<file path="src/rtl/dem_pkg.sv">
package dem_pkg;
    // Default geometry of the unary segment and its scrambling source
    localparam int TBITS_DEF  = 3;
    localparam int LFSR_W_DEF = 15;
    localparam int TAP_HI_DEF = 15;
    localparam int TAP_LO_DEF = 14;
    localparam logic [LFSR_W_DEF-1:0] SEED_DEF = 15'h0001;
endpackage

</file>
<file path="src/rtl/dem_lfsr_step.sv">
// One step of a Fibonacci shift register with two taps (1-based positions).
module dem_lfsr_step #(
    parameter int W      = 15,
    parameter int TAP_HI = 15,
    parameter int TAP_LO = 14
) (
    input  logic [W-1:0] cur,
    output logic [W-1:0] nxt
);
    always_comb begin
        nxt = {cur[W-2:0], cur[TAP_HI-1] ^ cur[TAP_LO-1]};
    end
endmodule

</file>
<file path="src/rtl/dem_therm_enc.sv">
// Binary code to thermometer word: the lowest `code` positions are set.
module dem_therm_enc #(
    parameter int NBITS = 3,
    localparam int NOUT = (1 << NBITS) - 1
) (
    input  logic [NBITS-1:0] code,
    output logic [NOUT-1:0]  therm
);
    for (genvar i = 0; i < NOUT; i++) begin : g_pos
        assign therm[i] = (int'(code) > i);
    end
endmodule

</file>
<file path="src/rtl/dem_rotator.sv">
// Circular left rotation: input position i lands on output (i + amt) mod N.
module dem_rotator #(
    parameter int N     = 7,
    parameter int AMT_W = 3
) (
    input  logic [N-1:0]     din,
    input  logic [AMT_W-1:0] amt,
    output logic [N-1:0]     dout
);
    always_comb begin
        dout = '0;
        for (int j = 0; j < N; j++) begin
            int src;
            src = j - int'(amt);
            if (src < 0) src = src + N;
            dout[j] = din[src];
        end
    end
endmodule

</file>
<file path="src/rtl/dem_therm_scrambler.sv">
module dem_therm_scrambler
    import dem_pkg::*;
#(
    parameter int              TBITS  = TBITS_DEF,
    parameter int              LFSR_W = LFSR_W_DEF,
    parameter int              TAP_HI = TAP_HI_DEF,
    parameter int              TAP_LO = TAP_LO_DEF,
    parameter logic [LFSR_W-1:0] SEED = SEED_DEF,
    localparam int             NUM_ELEM = (1 << TBITS) - 1,
    localparam int             IDX_W    = $clog2(TBITS + 1)
) (
    input  logic                clk,
    input  logic                rst_n,
    input  logic                conv_start,
    input  logic                dec_valid,
    input  logic                dec_bit,
    output logic [NUM_ELEM-1:0] elem_en,
    output logic                check_fail
);
    typedef struct packed {
        logic [LFSR_W-1:0] lfsr;
        logic [TBITS-1:0]  offset;
        logic [TBITS-1:0]  code;
        logic [IDX_W-1:0]  idx;
    } seq_t;

    typedef struct packed {
        logic [NUM_ELEM-1:0] en;
        logic                fail;
    } out_t;

    seq_t seq_d, seq_q;
    out_t out_d, out_q;

    logic [LFSR_W-1:0]   lfsr_nxt;
    logic [TBITS-1:0]    off_raw;
    logic [NUM_ELEM-1:0] therm_w;
    logic [NUM_ELEM-1:0] rot_w;

    dem_lfsr_step #(.W(LFSR_W), .TAP_HI(TAP_HI), .TAP_LO(TAP_LO)) u_step (
        .cur (seq_q.lfsr),
        .nxt (lfsr_nxt)
    );

    assign off_raw = lfsr_nxt[TBITS-1:0];

    // Sequencing: shift register, offset capture, code assembly
    always_comb begin
        seq_d = seq_q;
        if (conv_start) begin
            seq_d.lfsr   = lfsr_nxt;
            seq_d.offset = (off_raw >= TBITS'(NUM_ELEM)) ? off_raw - TBITS'(NUM_ELEM) : off_raw;
            seq_d.code   = '0;
            seq_d.idx    = '0;
        end else if (dec_valid && (int'(seq_q.idx) < TBITS)) begin
            for (int b = 0; b < TBITS; b++) begin
                if (int'(seq_q.idx) == TBITS - 1 - b) seq_d.code[b] = dec_bit;
            end
            seq_d.idx = seq_q.idx + IDX_W'(1);
        end
    end

    dem_therm_enc #(.NBITS(TBITS)) u_therm (
        .code  (seq_d.code),
        .therm (therm_w)
    );

    dem_rotator #(.N(NUM_ELEM), .AMT_W(TBITS)) u_rot (
        .din  (therm_w),
        .amt  (seq_d.offset),
        .dout (rot_w)
    );

    // Count check before the enables are committed
    always_comb begin
        out_d = out_q;
        if ($countones(rot_w) == int'(seq_d.code)) begin
            out_d.en   = rot_w;
            out_d.fail = 1'b0;
        end else begin
            out_d.en   = '0;
            out_d.fail = 1'b1;
        end
    end

    always_ff @(posedge clk or negedge rst_n) begin
        if (!rst_n) begin
            seq_q.lfsr   <= SEED;
            seq_q.offset <= '0;
            seq_q.code   <= '0;
            seq_q.idx    <= '0;
            out_q.en     <= '0;
            out_q.fail   <= 1'b0;
        end else begin
            seq_q <= seq_d;
            out_q <= out_d;
        end
    end

    assign elem_en    = out_q.en;
    assign check_fail = out_q.fail;
endmodule

</file>
<file path="config.mk">
export PLATFORM = sky130hd
export DESIGN_NAME = dem_therm_scrambler
export DESIGN_NICKNAME = d
export VERILOG_FILES = /design/src/rtl/dem_pkg.sv /design/src/rtl/dem_lfsr_step.sv /design/src/rtl/dem_therm_enc.sv /design/src/rtl/dem_rotator.sv /design/src/rtl/dem_therm_scrambler.sv
export SDC_FILE = /design/constraint.sdc
export NUM_CORES = 1
export LEC_CHECK = 0
export BUFFER_PORTS_ARGS = -buffer_cell sky130_fd_sc_hd__buf_2
export CAP_MARGIN = 0
export CELL_PAD_IN_SITES_DETAIL_PLACEMENT = 0
export CELL_PAD_IN_SITES_GLOBAL_PLACEMENT = 1
export CORE_MARGIN = 4
export CORE_UTILIZATION = 34
export CTS_CLUSTER_SIZE = 25
export DETAILED_ROUTE_END_ITERATION = 8
export PLACE_DENSITY_LB_ADDON = 0.1
export SKIP_CTS_REPAIR_TIMING = 1
export SLEW_MARGIN = 20
export SYNTH_ARGS = -nofsm -noshare
export SYNTH_HDL_FRONTEND = slang
export SYNTH_SLANG_ARGS = --single-unit
</file>
<file path="constraint.sdc">
create_clock -name clk -period 6.56 [get_ports clk]
set_input_delay 1.312 -clock clk [delete_from_list [all_inputs] [get_ports clk]]
set_output_delay 1.312 -clock clk [all_outputs]
set_load 0.02 [all_outputs]
</file>
==> results.yml <==
power_and_ir_drop:
  p_leak_nw: 1.06
  ir_worst_vdd_mv: 0.335
  p_per_area_nw_per_um2: 598
placed_design:
  dpl.cell_count: 312
  dp.final_hpwl_mm: 4.13
  port_buffers: 12
  gp_congestion: 0.814
synthesis:
  netlist_instances: 227
  synth_seq_cells: 31
  synth_nets: 246
  yosys_warnings: 0
  seq_area_frac_synth: 0.345
  synth_top_cell_by_area: "dfrtp_1"
  synth.top_cell.area_share: 0.333
  synth_edf_count: 0
  netlist_area_um2: 2250
  synth_most_common_cell: "dfrtp_1"
  synthArstFlopShare: 1.00
  synth.area.top_cells: "dfrtp_1 (33%), mux2_2 (9.5%), ha_1 (5.6%), nor2_1 (4.5%), fa_1 (3.6%)"
  syn_avg_cell_area_um2: 9.92
  synthTopCellsByCount: "dfrtp_1 (30), nor2_1 (27), mux2_2 (19), a21oi_1 (12), inv_1 (12)"
  ys_types: 62
  synth_flop_cell: "dfrtp_1"
floorplan:
  rows: 29
  start_util: 0.353
  die_h_um: 89.4
  die_w_um: 89.4
  core_area_um2: 6390
  die_area_um2: 7990
  boundaryPins: 13
clock_network:
  clk_pin_slew_ns: 0.06
  numCtsBuffers: 5
  htreeDepth: 2
  cts_tree: "done"
  clk_path_buf_depth: 2
  root_buffer: "clkbuf_8"
  clk_latency_ns: 0.28
  cts_sinks: 31
setup_path:
  cp_cell_sequence: "xnor2_2, inv_2, ha_1, ha_1, mux2_2, o311ai_2, and2_1, inv_2, ha_1, nor2_1, o41ai_1, and3_1, fa_1, fa_1, fa_1, fa_1, xnor2_1, or3_1, a211oi_1"
  startpoint_type: "flop"
  crit_family: "adder cells"
  crit_path_top_delay_cell: "ha_1"
  critPathKind: "reg2reg"
  cpMostUsedCell: "fa_1"
  max_stage_delay_ns: 0.54
  worstPathMaxFanout: 13
  endpoint_kind: "flop"
  cp_num_buf_inv: 2
  arrival_ns: 6.26
  cp_data_required_time_ns: 6.75
global_route:
  antenna_found_initial: 0
  overflow: 0
  grtUsageTotal: 0.152
  grt_pass1_wl_mm: 9.31
  grt_pass1_vias: 1759
  grt_max_degree: 32
cells_and_area:
  synthToLayoutAreaGrowth_pct: 10.5
  multi_input_area_um2: 1340
  nets: 261
  n_antenna_cell: 0
  final_cells: 319
  num-fill-cells: 652
  drive_gt1_frac: 0.260
  seqCellArea_um2: 777
detailed_routing:
  vias: 1756
  drc_errors: 0
  totalWireLength_mm: 5.53
  dr.pass1.iters: 5
  wl_per_cell_um: 17.3
  ant_nets: 0
  drt_iter0_drc: 89
  drt-vias-per-instance: 5.50
sta:
  fin_crit_ns: 6.07
  post-route-period-util: 0.926
  hold_viol_final: 0
  setup_tns_ns: 0
  slew_headroom: 0.530
  fmax_ghz: 0.165
  drv_slew: 0
  worst_pin_slew_ns: 0.704
  setup_viol: 0
  grt_setup_unrepaired: "no"
  fin_skew_ns: 0.0103
run:
  maxCapViolCount: 0
status:
  status: "finished clean"
hold_path:
  hp-class: "reg2reg"
## through the flow
stage / hold slack (ns) / total power [mW] / util / area (um^2) / worst slack (ns)
global route: 0.516 / 1.63 / 0.390 / 2490 / 0.149
floorplan: 0.475 / 1.14 / - / 2250 / 0.607
global placement: 0.487 / 1.35 / 0.376 / 2400 / 0.361
detailed placement: 0.491 / 1.34 / 0.376 / 2400 / 0.386
finish: 0.497 / 1.49 / 0.390 / 2490 / 0.488
CTS: 0.499 / 1.50 / 0.390 / 2490 / 0.494
## layer usage
metal  track usage  share of wire
met2         0.233           0.45
met5             0              0
met3        0.0350          0.042
met1         0.217           0.50
met4        0.0325         0.0072
## power by group
group	switching [mW]	total, mW	internal [mW]
Clock	0.0695	0.152	0.0822
Combinational	0.609	1.02	0.408
Sequential	0.0466	0.320	0.273
Total	0.725	1.49	0.763
## kinds of logic after synthesis
logic type	Yosys count	synth area share
buffers and inverters	28	0.0583
AND/OR/NAND/NOR	64	0.147
multiplexers	23	0.113
AO/OA/AOI/OAI	57	0.203
adder cells (fa/ha/maj)	16	0.100
flip-flops	31	0.345
XOR/XNOR	8	0.0344
## worst register-to-register path: stages, from the launching register on
cell      delay (ns)
dfrtp_1         0.42
xnor2_2         0.39
inv_2           0.10
ha_1            0.20
ha_1            0.25
mux2_2          0.31
o311ai_2        0.10
and2_1          0.21
inv_2           0.10
ha_1            0.54
nor2_1          0.10
o41ai_1         0.32
and3_1          0.29
fa_1            0.46
fa_1            0.51
fa_1            0.44
fa_1            0.45
xnor2_1         0.13
or3_1           0.45
a211oi_1        0.21
## final cells by class
type	instances	share of cell area
Tap cell	77	0.0387
Clock inverter	1	0.00201
Multi-Input combinational cell	168	0.540
Inverter	15	0.0226
Sequential cell	31	0.312
Clock buffer	6	0.0332
Timing Repair Buffer	21	0.0513
## worst paths after layout
path,startpoint,endpoint,slack [ns],depth (start not counted)
min,seq_q[10]$_DFFE_PN0P_,seq_q[11]$_DFFE_PN0P_,0.50,1
min reg2reg,seq_q[10]$_DFFE_PN0P_,seq_q[11]$_DFFE_PN0P_,0.50,1
max,seq_q[21]$_DFFE_PN0P_,elem_en[2]$_DFF_PN0_,0.49,19
min in group asynchronous,rst_n,seq_q[0]$_DFFE_PN0P_,1.06,1
max in group asynchronous,rst_n,seq_q[5]$_DFF_PN0_,5.05,1
max reg2reg,seq_q[21]$_DFFE_PN0P_,elem_en[2]$_DFF_PN0_,0.49,19
## placed cells by master, fill, tap and decap left out, types with 7 or more instances in the layout
cell type	instances
nand2_1	8
ha_1	10
mux2_2	19
buf_4	9
a21oi_1	12
nor3_1	7
buf_2	12
nor2_1	27
dfrtp_1	30
inv_1	12
o21ai_0	10
## state kept, by name (all words and copies together), names as in the netlist
| register | flops |
|---|---|
| elem_en | 7 |
| check_fail | 1 |
| seq_q | 23 |
Power figures use the tool's default switching activity.
